**src/rtl/bar64_pkg.sv**
```systemverilog
package bar64_pkg;
  // Dword indices of the implemented configuration registers
  localparam int unsigned BASE_LO_DW = 4;   // byte offset 10h
  localparam int unsigned BASE_HI_DW = 5;   // byte offset 14h
  localparam int unsigned SUBVID_DW  = 11;  // byte offset 2Ch

  // Read-only type bits of the low base dword: not prefetchable,
  // placeable anywhere in 64-bit space, memory space
  localparam logic [3:0] BASE_TYPE_BITS = 4'b0100;

  // Per-byte write merge
  function automatic logic [31:0] be_merge(input logic [31:0] cur,
                                           input logic [31:0] nw,
                                           input logic [3:0]  be);
    logic [31:0] r;
    r = cur;
    for (int b = 0; b < 4; b++) begin
      if (be[b]) r[8*b +: 8] = nw[8*b +: 8];
    end
    return r;
  endfunction
endpackage

```
**src/rtl/bar64_base_regs.sv**
```systemverilog
module bar64_base_regs
  import bar64_pkg::*;
#(
  parameter int AW       = 6,
  parameter int WIN_LOG2 = 12,
  localparam int TBA_W   = 32 - WIN_LOG2
) (
  input  logic             clk,
  input  logic             rst_n,
  input  logic             pm_rst_n,
  input  logic             wr,
  input  logic [AW-1:0]    addr,
  input  logic [3:0]       be,
  input  logic [31:0]      wdata,
  output logic [TBA_W-1:0] lo_tba,
  output logic [31:0]      hi_base
);
  logic        lo_sel, hi_sel;
  logic [31:0] lo_merged, hi_merged;
  logic        unused_lo;

  assign lo_sel = wr && (addr == AW'(BASE_LO_DW));
  assign hi_sel = wr && (addr == AW'(BASE_HI_DW));

  always_comb begin
    lo_merged = be_merge({lo_tba, {WIN_LOG2{1'b0}}}, wdata, be);
    hi_merged = be_merge(hi_base, wdata, be);
  end

  assign unused_lo = ^lo_merged[WIN_LOG2-1:0];

  always_ff @(posedge clk) begin
    if (!rst_n || !pm_rst_n) begin
      lo_tba  <= '0;
      hi_base <= '0;
    end else begin
      if (lo_sel) lo_tba  <= lo_merged[31:WIN_LOG2];
      if (hi_sel) hi_base <= hi_merged;
    end
  end
endmodule

```
**src/rtl/subvid_once_reg.sv**
```systemverilog
module subvid_once_reg
  import bar64_pkg::*;
(
  input  logic        clk,
  input  logic        rst_n,
  input  logic        wr,
  input  logic        sel,
  input  logic [1:0]  be,
  input  logic [15:0] wdata,
  output logic [15:0] value,
  output logic        locked,
  output logic        lock_evt
);
  logic [31:0] merged;

  // First write that touches either identifier byte
  assign lock_evt = wr && sel && (|be) && !locked;

  always_comb merged = be_merge({16'h0, value}, {16'h0, wdata}, {2'b00, be});

  // Only the full reset reaches this register
  always_ff @(posedge clk) begin
    if (!rst_n) begin
      value  <= '0;
      locked <= 1'b0;
    end else if (lock_evt) begin
      value  <= merged[15:0];
      locked <= 1'b1;
    end
  end
endmodule

```
**src/rtl/bar64_window_match.sv**
```systemverilog
module bar64_window_match #(
  parameter int WIN_LOG2 = 12,
  localparam int TBA_W   = 32 - WIN_LOG2,
  localparam int PAGE_W  = 64 - WIN_LOG2
) (
  input  logic              mse,
  input  logic [TBA_W-1:0]  lo_tba,
  input  logic [31:0]       hi_base,
  input  logic [PAGE_W-1:0] page,
  output logic              win_on,
  output logic              hit
);
  function automatic logic window_active(input logic en,
                                         input logic [PAGE_W-1:0] base);
    return en && (base != '0);
  endfunction

  logic [PAGE_W-1:0] base_page;
  assign base_page = {hi_base, lo_tba};
  assign win_on    = window_active(mse, base_page);
  assign hit       = win_on && (page == base_page);
endmodule

```
**src/rtl/cfg_bar64_window.sv**
```systemverilog
module cfg_bar64_window
  import bar64_pkg::*;
#(
  parameter int AW       = 6,
  parameter int WIN_LOG2 = 12
) (
  input  logic          clk,
  input  logic          rst_n,
  input  logic          pm_rst_n,
  input  logic          cfg_wr,
  input  logic [AW-1:0] cfg_addr,
  input  logic [3:0]    cfg_be,
  input  logic [31:0]   cfg_wdata,
  output logic [31:0]   cfg_rdata,
  input  logic          mem_space_en,
  input  logic [63:0]   mem_addr,
  output logic          mem_hit
);
  localparam int TBA_W = 32 - WIN_LOG2;
  localparam int PAD_W = WIN_LOG2 - 4;

  logic [TBA_W-1:0] lo_tba;
  logic [31:0]      hi_base;
  logic [15:0]      subvid;
  logic             subvid_locked;
  logic             subvid_lock_evt;
  logic             win_on;
  logic             subvid_sel;
  logic             unused_addr;

  assign subvid_sel  = (cfg_addr == AW'(SUBVID_DW));
  assign unused_addr = ^mem_addr[WIN_LOG2-1:0];

  bar64_base_regs #(.AW(AW), .WIN_LOG2(WIN_LOG2)) base_i (
    .clk(clk), .rst_n(rst_n), .pm_rst_n(pm_rst_n),
    .wr(cfg_wr), .addr(cfg_addr), .be(cfg_be), .wdata(cfg_wdata),
    .lo_tba(lo_tba), .hi_base(hi_base)
  );

  subvid_once_reg subvid_i (
    .clk(clk), .rst_n(rst_n), .wr(cfg_wr), .sel(subvid_sel),
    .be(cfg_be[1:0]), .wdata(cfg_wdata[15:0]),
    .value(subvid), .locked(subvid_locked), .lock_evt(subvid_lock_evt)
  );

  bar64_window_match #(.WIN_LOG2(WIN_LOG2)) match_i (
    .mse(mem_space_en), .lo_tba(lo_tba), .hi_base(hi_base),
    .page(mem_addr[63:WIN_LOG2]), .win_on(win_on), .hit(mem_hit)
  );

  always_comb begin
    case (cfg_addr)
      AW'(BASE_LO_DW): cfg_rdata = {lo_tba, {PAD_W{1'b0}}, BASE_TYPE_BITS};
      AW'(BASE_HI_DW): cfg_rdata = hi_base;
      AW'(SUBVID_DW):  cfg_rdata = {16'h0, subvid};
      default:         cfg_rdata = '0;
    endcase
  end
endmodule

```
**config.mk**
```make
export PLATFORM = sky130hd
export DESIGN_NAME = cfg_bar64_window
export DESIGN_NICKNAME = d
export VERILOG_FILES = /design/src/rtl/bar64_pkg.sv /design/src/rtl/bar64_base_regs.sv /design/src/rtl/subvid_once_reg.sv /design/src/rtl/bar64_window_match.sv /design/src/rtl/cfg_bar64_window.sv
export SDC_FILE = /design/constraint.sdc
export NUM_CORES = 1
export LEC_CHECK = 0
export ABC_AREA = 1
export CAP_MARGIN = 20
export CORE_MARGIN = 3
export CORE_UTILIZATION = 45
export DETAILED_ROUTE_END_ITERATION = 12
export PLACE_DENSITY = 0.81
export SLEW_MARGIN = 20
export SYNTH_ARGS = -nofsm -noshare
export SYNTH_HDL_FRONTEND = slang
export SYNTH_SLANG_ARGS = --single-unit
```
**constraint.sdc**
```tcl
create_clock -name clk -period 3.05 [get_ports clk]
set_clock_uncertainty 0.15 [all_clocks]
set_input_delay 0.915 -clock clk [delete_from_list [all_inputs] [get_ports clk]]
set_output_delay 0.915 -clock clk [all_outputs]
set_load 0.01 [all_outputs]
```
==> results.yml <==
timing:
  worst_slack_ns: -0.01842
  rsz0062_at_grt: "yes"
  hold_slack_ns: 0.3205
  relSlewSlack: 0.7627
  drv_slew: 0
  fmax_mhz: 325.9
  final.setup.tns_ns: -0.02551
  fin_crit_sh: 1.006
  hold_viol: 0
  min_period_ns: 3.068
  setup_viol: 2
  worst_pin_slew_ns: 0.3547
worst_setup_path:
  crit_chain: "clkdlybuf4s15_2, xnor2_2, nand2_1, nor2_1, nand2_1, nor2_1, nand3_1, nor2_2, buf_2"
  critPathLaunchType: "input port"
  path_class: "input port to primary output"
  worst-path-max-fanout: 1
  slowest_delay_ns: 0.21
  slowest_stage: "clkdlybuf4s15_2"
  cp.required_ns: 1.98
  crit_buf_inv: 2
  cp.arrival_ns: 2.00
  crit_path_end_kind: "primary output"
  critPathTopFamily: "simple AND/OR/NAND/NOR gates"
clocking:
  clkLatencyLatePin_ns: 0.35
  clk_pin_slew_worst_paths_ns: 0.08
  htree_levels: 3
  cts-buffers-inserted: 9
  clock-sinks: 69
  ctsLongestPathBuffers: 2
  cts_tree: "built"
  ctsHoldBuffers: 0
  root_buffer: "clkbuf_8"
floorplanning:
  coreArea_um2: 8382
  rows: 33
  chipHeight_um: 99.71
  dieWidth_um: 99.71
  io_pins: 144
  start_util: 0.4714
  design.die.area_um2: 9941
synthesis:
  synth_edf_count: 0
  synthArstFlopShare: 0
  avgSynthCellArea_um2: 6.531
  syn_area_um2: 3951
  syn_nets: 716
  synth_cell_type_count: 26
  ys.flop_type: "dfxtp_1"
  ys_seq_elements: 69
  syn_inst: 605
  ys_seq_area_frac: 0.3496
  yosysWarnings: 0
place:
  io_buffers: 131
  place_hpwl_mm: 10.27
  place.gp.congestion: 0.9074
  dp.cells: 834
  place_ws_ns: -0.8136
finish:
  fin_cells: 857
  register_area_um2: 1381
  diodes: 0
  multi_input_area_um2: 2338
  fill_cells: 734
  nets: 858
  drive_gt1_frac: 0.1782
  syn_to_final_growth_pct: 43.26
grt:
  grt_max_degree: 53
  first_global_vias: 4318
  overflow: 0
  grt_first_pass_wirelength_mm: 21.33
  globalRouteTotalUtil: 0.2741
  antenna_found_initial: 0
outcome:
  outcome: "finished, violations left"
  violations: "setup timing"
power:
  vdd_drop_max_uv: 206.0
  finalPower_mw: 1.850
  powerDensity_nw_per_um2: 326.9
  p_leak_nw: 2.311
routing:
  drtAntennaViolNets: 0
  drt_iter0_markers: 316
  vias: 4649
  drc_errors: 0
  routed_wirelength_mm: 13.88
  drtPass1Iterations: 5
  via_per_inst: 5.425
  wire_per_inst_um: 16.20
worst_hold_path:
  min_path_type: "flop to flop"
job:
  maxCapViolations: 0
## logic make-up (layout without fill, tap and decap cells)
kind of cell	after synthesis	after routing	share of synthesized area
buf+inv	99	246	0.1029
compound gates	151	151	0.2226
xor+xnor	15	15	0.03325
flops	69	69	0.3496
simple gates	271	271	0.2916
## metrics by stage
| step | util | cell area, um^2 |
|---|---|---|
| CTS | 0.6695 | 5612 |
| detailed placement | 0.6453 | 5409 |
| global placement | 0.6453 | 5409 |
| finish | 0.6753 | 5660 |
| floorplan | - | 3951 |
| global route | 0.6753 | 5660 |
## synth_stat cells, drive strengths merged (3+ instances only)
library cell | number | share of area
o211ai | 4 | 0.0076
dfxtp | 69 | 0.35
o21ai | 41 | 0.052
clkbuf | 12 | 0.011
o21bai | 32 | 0.061
nand3 | 32 | 0.044
nor2 | 81 | 0.086
buf | 4 | 0.011
nand4 | 3 | 0.0085
xnor2 | 13 | 0.029
a21oi | 52 | 0.066
o22ai | 19 | 0.030
clkinv | 5 | 0.0060
inv | 78 | 0.074
nand2 | 153 | 0.15
## power breakdown
group,internal [mW],switching [mW]
clock network,0.314,0.364
logic,0.145,0.125
registers,0.902,0.00101
total,1.36,0.490
## worst register-to-register path: cells and delay by family (launching register included)
kind | cells | cell delay (ns)
AND/OR/NAND/NOR | 4 | 0.49
AO/OA/AOI/OAI | 2 | 0.33
flip-flops | 1 | 0.31
## placed cells by master (no fill, tap or decap), types with 7 or more instances in the layout
| cell type | n |
|---|---|
| o21ai_1 | 7 |
| clkdlybuf4s15_2 | 12 |
| a21oi_1 | 52 |
| o22ai_1 | 12 |
| buf_4 | 10 |
| xnor2_2 | 8 |
| nand2_1 | 139 |
| buf_2 | 29 |
| clkbuf_8 | 10 |
| dfxtp_1 | 69 |
| inv_1 | 74 |
| clkdlybuf4s15_1 | 19 |
| nand3_1 | 29 |
| nor2_1 | 72 |
| clkdlybuf4s50_1 | 39 |
| o21ai_0 | 33 |
| dlygate4sd2_1 | 23 |
| clkinv_2 | 7 |
| nand2_2 | 13 |
| o21bai_1 | 32 |
| o22ai_2 | 7 |
## path summary, 6_finish.rpt
check,to,slack (ns),startpoint,depth (start not counted)
worst max-delay path,mem_hit,-0.02,mem_addr[38],9
worst min-delay path,base_i.lo_tba[7],0.32,base_i.lo_tba[7],2
worst max register to register,subvid_i.value[9],1.67,subvid_i.locked,6
worst min register to register,base_i.lo_tba[7],0.32,base_i.lo_tba[7],2
## timing repair
action / CTS / global route
resized for setup: 262 / 34
pin swaps: 59 / 15
endpoints found under the hold margin: 0 / 0
cloned: 1 / 0
setup buffers: 5 / 2
endpoints found under the setup margin: 33 / 26
## registers in the layout, summed over array words and instances, names as in the netlist
signal,cells
base_i.lo_tba,20
subvid_i.locked,1
subvid_i.value,16
base_i.hi_base,32
## area by class of cell
class / count / share of cell area
Tap cell: 105 / 0.02321
Clock buffer: 10 / 0.02431
Clock inverter: 6 / 0.006852
Multi-Input combinational cell: 437 / 0.4131
Inverter: 83 / 0.05725
Timing Repair Buffer: 146 / 0.2297
Sequential cell: 69 / 0.2440
Timing Repair inverter: 1 / 0.001547
## layer usage
metal  wire length, um  up-vias  part of all wire  track usage
met2              6714      260              0.48       0.4649
met3              1434       27              0.10      0.04418
met1              5455     2123              0.39       0.3529
met4               277        0             0.020      0.09244
met5                 0        -                 0            0
li1                  -     2239                 -            -
Power figures use the tool's default switching activity.
